### src/rtl/ecp_rev_pkg.sv
package ecp_rev_pkg;

  // Host-side handshake states for the reverse channel
  typedef enum logic [1:0] {
    ST_READY = 2'd0,  // ack low, waiting for the strobe to fall
    ST_ACK   = 2'd1,  // ack high, waiting for the strobe to return high
    ST_DRAIN = 2'd2,  // ack high, waiting for the output byte to leave
    ST_FAULT = 2'd3   // ack high, strobe stuck low past the limit
  } rev_state_e;

endpackage

### src/rtl/ecp_rev_sync.sv
module ecp_rev_sync #(
  parameter int STAGES    = 2,
  parameter bit RESET_VAL = 1'b1
) (
  input  logic clk,
  input  logic rst_n,
  input  logic async_i,
  output logic sync_o
);

  logic [STAGES-1:0] chain_q;

  always_ff @(posedge clk or negedge rst_n) begin
    if (!rst_n) begin
      chain_q <= {STAGES{RESET_VAL}};
    end else begin
      chain_q[0] <= async_i;
      for (int i = 1; i < STAGES; i++) begin
        chain_q[i] <= chain_q[i-1];
      end
    end
  end

  assign sync_o = chain_q[STAGES-1];

endmodule

### src/rtl/ecp_rev_outbuf.sv
module ecp_rev_outbuf #(
  parameter int DATA_W = 8
) (
  input  logic              clk,
  input  logic              rst_n,
  input  logic [DATA_W-1:0] bus_i,
  input  logic              load_i,
  input  logic              m_ready_i,
  output logic              m_valid_o,
  output logic [DATA_W-1:0] m_data_o,
  output logic              full_o,
  output logic              pop_o
);

  logic [DATA_W-1:0] bus_q;
  logic [DATA_W-1:0] hold_q;
  logic              valid_q;

  // Input register: samples the cable bus on every cycle
  always_ff @(posedge clk or negedge rst_n) begin
    if (!rst_n) bus_q <= '0;
    else        bus_q <= bus_i;
  end

  always_ff @(posedge clk or negedge rst_n) begin
    if (!rst_n) begin
      valid_q <= 1'b0;
      hold_q  <= '0;
    end else if (load_i) begin
      valid_q <= 1'b1;
      hold_q  <= bus_q;
    end else if (valid_q && m_ready_i) begin
      valid_q <= 1'b0;
    end
  end

  assign m_valid_o = valid_q;
  assign m_data_o  = hold_q;
  assign full_o    = valid_q;
  assign pop_o     = valid_q && m_ready_i;

endmodule

### src/rtl/ecp_rev_fsm.sv
module ecp_rev_fsm
  import ecp_rev_pkg::*;
#(
  parameter int TIMEOUT_CYC = 2000
) (
  input  logic clk,
  input  logic rst_n,
  input  logic enable_i,
  input  logic pclk_hi_i,
  input  logic buf_full_i,
  input  logic buf_pop_i,
  output logic capture_o,
  output logic host_ack_o,
  output logic timeout_err_o
);

  localparam int CNT_W = $clog2(TIMEOUT_CYC + 1);
  localparam logic [CNT_W-1:0] LIMIT = CNT_W'(TIMEOUT_CYC - 1);

  rev_state_e       state_q, state_d;
  logic [CNT_W-1:0] cnt_q;
  logic             ack_q, err_q;
  logic             capture;

  always_comb begin
    state_d = state_q;
    capture = 1'b0;
    unique case (state_q)
      ST_READY: begin
        if (!pclk_hi_i && !buf_full_i) begin
          state_d = ST_ACK;
          capture = 1'b1;
        end
      end
      ST_ACK: begin
        if (pclk_hi_i)           state_d = ST_DRAIN;
        else if (cnt_q == LIMIT) state_d = ST_FAULT;
      end
      ST_DRAIN: begin
        if (!buf_full_i || buf_pop_i) state_d = ST_READY;
      end
      ST_FAULT: state_d = ST_FAULT;
      default:  state_d = ST_READY;
    endcase
    if (!enable_i) begin
      state_d = ST_READY;
      capture = 1'b0;
    end
  end

  always_ff @(posedge clk or negedge rst_n) begin
    if (!rst_n) begin
      state_q <= ST_READY;
      ack_q   <= 1'b0;
      err_q   <= 1'b0;
      cnt_q   <= '0;
    end else begin
      state_q <= state_d;
      ack_q   <= (state_d != ST_READY);
      err_q   <= (state_d == ST_FAULT);
      if (state_q == ST_ACK && !pclk_hi_i && cnt_q != LIMIT) cnt_q <= cnt_q + 1'b1;
      else                                                   cnt_q <= '0;
    end
  end

  assign capture_o     = capture;
  assign host_ack_o    = ack_q;
  assign timeout_err_o = err_q;

endmodule

### src/rtl/ecp_rev_host.sv
module ecp_rev_host #(
  parameter int DATA_W      = 8,
  parameter int SYNC_STAGES = 2,
  parameter int TIMEOUT_CYC = 2000
) (
  input  logic              clk,
  input  logic              rst_n,
  input  logic              enable_i,
  input  logic              periph_clk_n_i,
  input  logic [DATA_W-1:0] bus_data_i,
  output logic              host_ack_o,
  output logic              timeout_err_o,
  output logic              m_valid_o,
  output logic [DATA_W-1:0] m_data_o,
  input  logic              m_ready_i
);

  logic pclk_hi_s;
  logic capture_s;
  logic full_s;
  logic pop_s;

  ecp_rev_sync #(.STAGES(SYNC_STAGES), .RESET_VAL(1'b1)) u_sync (
    .clk     (clk),
    .rst_n   (rst_n),
    .async_i (periph_clk_n_i),
    .sync_o  (pclk_hi_s)
  );

  ecp_rev_outbuf #(.DATA_W(DATA_W)) u_obuf (
    .clk       (clk),
    .rst_n     (rst_n),
    .bus_i     (bus_data_i),
    .load_i    (capture_s),
    .m_ready_i (m_ready_i),
    .m_valid_o (m_valid_o),
    .m_data_o  (m_data_o),
    .full_o    (full_s),
    .pop_o     (pop_s)
  );

  ecp_rev_fsm #(.TIMEOUT_CYC(TIMEOUT_CYC)) u_fsm (
    .clk           (clk),
    .rst_n         (rst_n),
    .enable_i      (enable_i),
    .pclk_hi_i     (pclk_hi_s),
    .buf_full_i    (full_s),
    .buf_pop_i     (pop_s),
    .capture_o     (capture_s),
    .host_ack_o    (host_ack_o),
    .timeout_err_o (timeout_err_o)
  );

endmodule

### config.mk
export PLATFORM = sky130hd
export DESIGN_NAME = ecp_rev_host
export DESIGN_NICKNAME = d
export VERILOG_FILES = /design/src/rtl/ecp_rev_pkg.sv /design/src/rtl/ecp_rev_sync.sv /design/src/rtl/ecp_rev_outbuf.sv /design/src/rtl/ecp_rev_fsm.sv /design/src/rtl/ecp_rev_host.sv
export SDC_FILE = /design/constraint.sdc
export NUM_CORES = 1
export LEC_CHECK = 0
export CORE_MARGIN = 8
export CORE_UTILIZATION = 30
export DETAILED_ROUTE_END_ITERATION = 7
export MAX_ROUTING_LAYER = met4
export SLEW_MARGIN = 20
export SYNTH_ARGS = -nofsm -noshare
export SYNTH_HDL_FRONTEND = slang
export SYNTH_SLANG_ARGS = --single-unit
### constraint.sdc
create_clock -name clk -period 2.9 [get_ports clk]
set_input_delay 0.435 -clock clk [delete_from_list [all_inputs] [get_ports clk]]
set_output_delay 0.435 -clock clk [all_outputs]
set_load 0.01 [all_outputs]
==> out/results.txt <==
Initial Utilization = 30.35%
routability congestion estimate = 0.7588
antenna fix cells = 0
GRT Overall Usage = 8.615%
worst r2r src = u_fsm.cnt_q[5]
Final period util = 58.00%
Top Ports = 24
Pleak = 0.7017 nW
Detail Placement HPWL = 1605 um
CP Buf/Inv Count = 1
Fin. Hold Viols = 0
Worst R2R Path Depth = 3
vias in the first global route = 908
die area = 0.006633 mm2
cell depth of the worst min-delay path = 0
Reg2Reg Setup Slack = 1260 ps
crit-path max FO = 5
synthesized area per cell = 13.53 um2
CTS Buffer Depth = 2
critical path start-end classification = reg -> out
clock buffer count from CTS = 5
Sw Ratio = 23.56%
pre-CTS WS = 1115 ps
Worst path max stage delay = 560 ps
internal power = 0.0008155 W
CTS H-tree lvls = 2
Peak supply drop = 315.9 uV
Vias/cell = 4.760
share of cells above drive strength 1 = 17.32%
area of the mapped netlist = 0.001285 mm2
f_max = 594.5 MHz
post-synth top area cell = dfrtp_1
first-pass GRT wire length = 4140 um
Clk pin slew, worst setup/hold paths = 70 ps
Avg WL per Cell = 13.26 um
Flop pwr share = 51.1%
clk_skew = 3.960 ps
DRT iter0 DRCs = 82
crit path DAT = 1250 ps
Design Power = 0.001067 W
crit-path leading delay family = buffers and inverters
largest net degree at the start of global routing = 35
reg2reg end = u_fsm.cnt_q[7]
Clock Root Buffer = clkbuf_8
PwrDens = 635.3 mW/mm2
initial antenna violation count = 0
Hold Path Origin = u_sync.chain_q[0]
Clock Latency Late Sink = 280 ps
Net Switching = 0.0002513 W
post-synth cell types = 25
worst slew pin tran = 520.9 ps
fin worst setup slack = 1218 ps
area grow syn2layout = 30.67%
Final ANT Viol Nets = 0
Pins Over Slew Limit = 0
die extent in y = 81.45 um
Via Count = 852
Cell Chain, Critical Path = clkdlybuf4s50_1
FF+latch count, synth = 34
Max-slew headroom = 65.19%
Worst Hold Path EP = u_sync.chain_q[1]
warnings from Yosys = 0
Resized Gates After CTS = 0
Logic pwr share = 15.7%
min Tclk post-route = 1682 ps
Synth area leaders = dfrtp_1, mux2_2, dfstp_2
highest routed layer = met4
DR pass1 iterations = 4
Clk pwr share = 33.2%
Post-Route M1 WL = 1098 um
register area share after synthesis = 66.41%
Req. time, crit path = 2470 ps
most common library cell in the layout ignoring fill and taps = dfrtp_1
Core Region = 0.004234 mm2
GR Overflow Total = 0
commonest cells after routing, fill and taps aside = dfrtp_1, clkdlybuf4s50_1, nor2_1, mux2_2
Max-Cap Viols = 0
routed wl met3 = 143 um
Critical Path Source Type = register
Post-CTS Setup Inserts = 0
number of port buffers = 23
final setup violation count = 0
die extent in x = 81.45 um
Critical-path top delay cell = clkdlybuf4s50_1
Cell Rows = 24
DRT Wirelength = 2373 um
clock sinks = 34
fillers = 383
Net Count, Synth = 109
final design utilization = 39.66%
CTS tree = done
Fin Hold WS = 355.1 ps
Layout Nets = 140
met2 routed WL = 1058 um
Setup crit end kind = output pin
outcome = finished, final reports clean
DRC Markers = 0
final setup TNS = 0 ps
share of the synthesized area in the top cell type = 62.32%
RSZ-0062 raised after global routing = no
Post-Syn Instances = 95
Hold Crit Class = reg -> reg
Post-CTS Hold Buffers = 0
## cell type report
type	instances	area, um2	area share [%]
Multi-Input combinational cell	58	420.4	25.04
Clock buffer	7	86.33	5.142
Tap cell	52	65.06	3.875
Sequential cell	34	853.3	50.82
Inverter	3	11.26	0.6706
Clock inverter	1	5.005	0.2981
Timing Repair Buffer	24	237.7	14.16
## cell usage after synthesis
library cell,count
a21oi_1,6
and3_1,1
and3b_1,1
dfrtp_1,32
dfstp_2,2
ha_1,1
inv_1,3
mux2_2,8
nand2_1,4
nand3_1,3
nand3_2,1
nand4_1,1
nand4_2,1
nor2_1,8
nor3_1,1
o21ai_0,5
o221ai_1,1
o311ai_4,1
o31a_1,1
o31ai_1,4
or3_1,2
or3b_4,1
or4_1,4
xnor2_1,1
xor2_1,2
## registers in the layout (all words and copies together), names as in the netlist
signal	flops
u_fsm.state_q	2
u_obuf.full_o	1
u_obuf.bus_q	8
u_fsm.cnt_q	11
u_obuf.m_data_o	8
u_sync.chain_q	2
u_fsm.timeout_err_o	1
u_fsm.host_ack_o	1
## stage by stage
step                instances  instance area, um2
floorplan                  95                1285
global placement          171                1588
detailed placement        171                1588
CTS                       179                1679
global route              179                1679
finish                    179                1679
## cell families after synthesis
family	Yosys count	share of synthesized area [%]
flip-flops	34	66.41
AND/OR/NAND/NOR	28	12.66
AO/OA/AOI/OAI	18	10.03
multiplexers	8	7.011
XOR/XNOR	3	2.045
buffers and inverters	3	0.8763
adder cells (fa/ha/maj)	1	0.9736
## power groups by stage
stage | clock (W) | combinational [W] | sequential (W)
6_report | 0.000355 | 0.000167 | 0.000545
5_1_grt | 0.000389 | 0.000183 | 0.000551
4_1_cts | 0.000366 | 0.000172 | 0.000545
3_5_place_dp | 0 | 0.000171 | 0.000552
3_3_place_gp | 0 | 0.000167 | 0.000554
2_1_floorplan | 0 | 0.0000442 | 0.000567
## worst max-delay path by stage
stage,startpoint,endpoint,slack (ps),depth (start not counted)
finish,u_obuf.full_o,m_valid_o,1220,1
global route,u_fsm.cnt_q[5],u_fsm.cnt_q[10],1140,3
CTS,u_obuf.full_o,m_valid_o,1200,1
detailed placement,enable_i,u_obuf.m_data_o[7],1120,3
global placement,enable_i,u_obuf.m_data_o[0],1160,3
floorplan,u_fsm.cnt_q[5],u_fsm.cnt_q[2],1450,3
## per-layer routing
| metal | global-route usage (%) | vias to the layer above |
|---|---|---|
| met5 | - | - |
| met2 | 12.09 | 29 |
| met4 | 5.893 | 0 |
| met3 | 3.392 | 8 |
| met1 | 9.894 | 411 |
| li1 | - | 404 |
No activity file was read; power rests on OpenSTA's default activity.
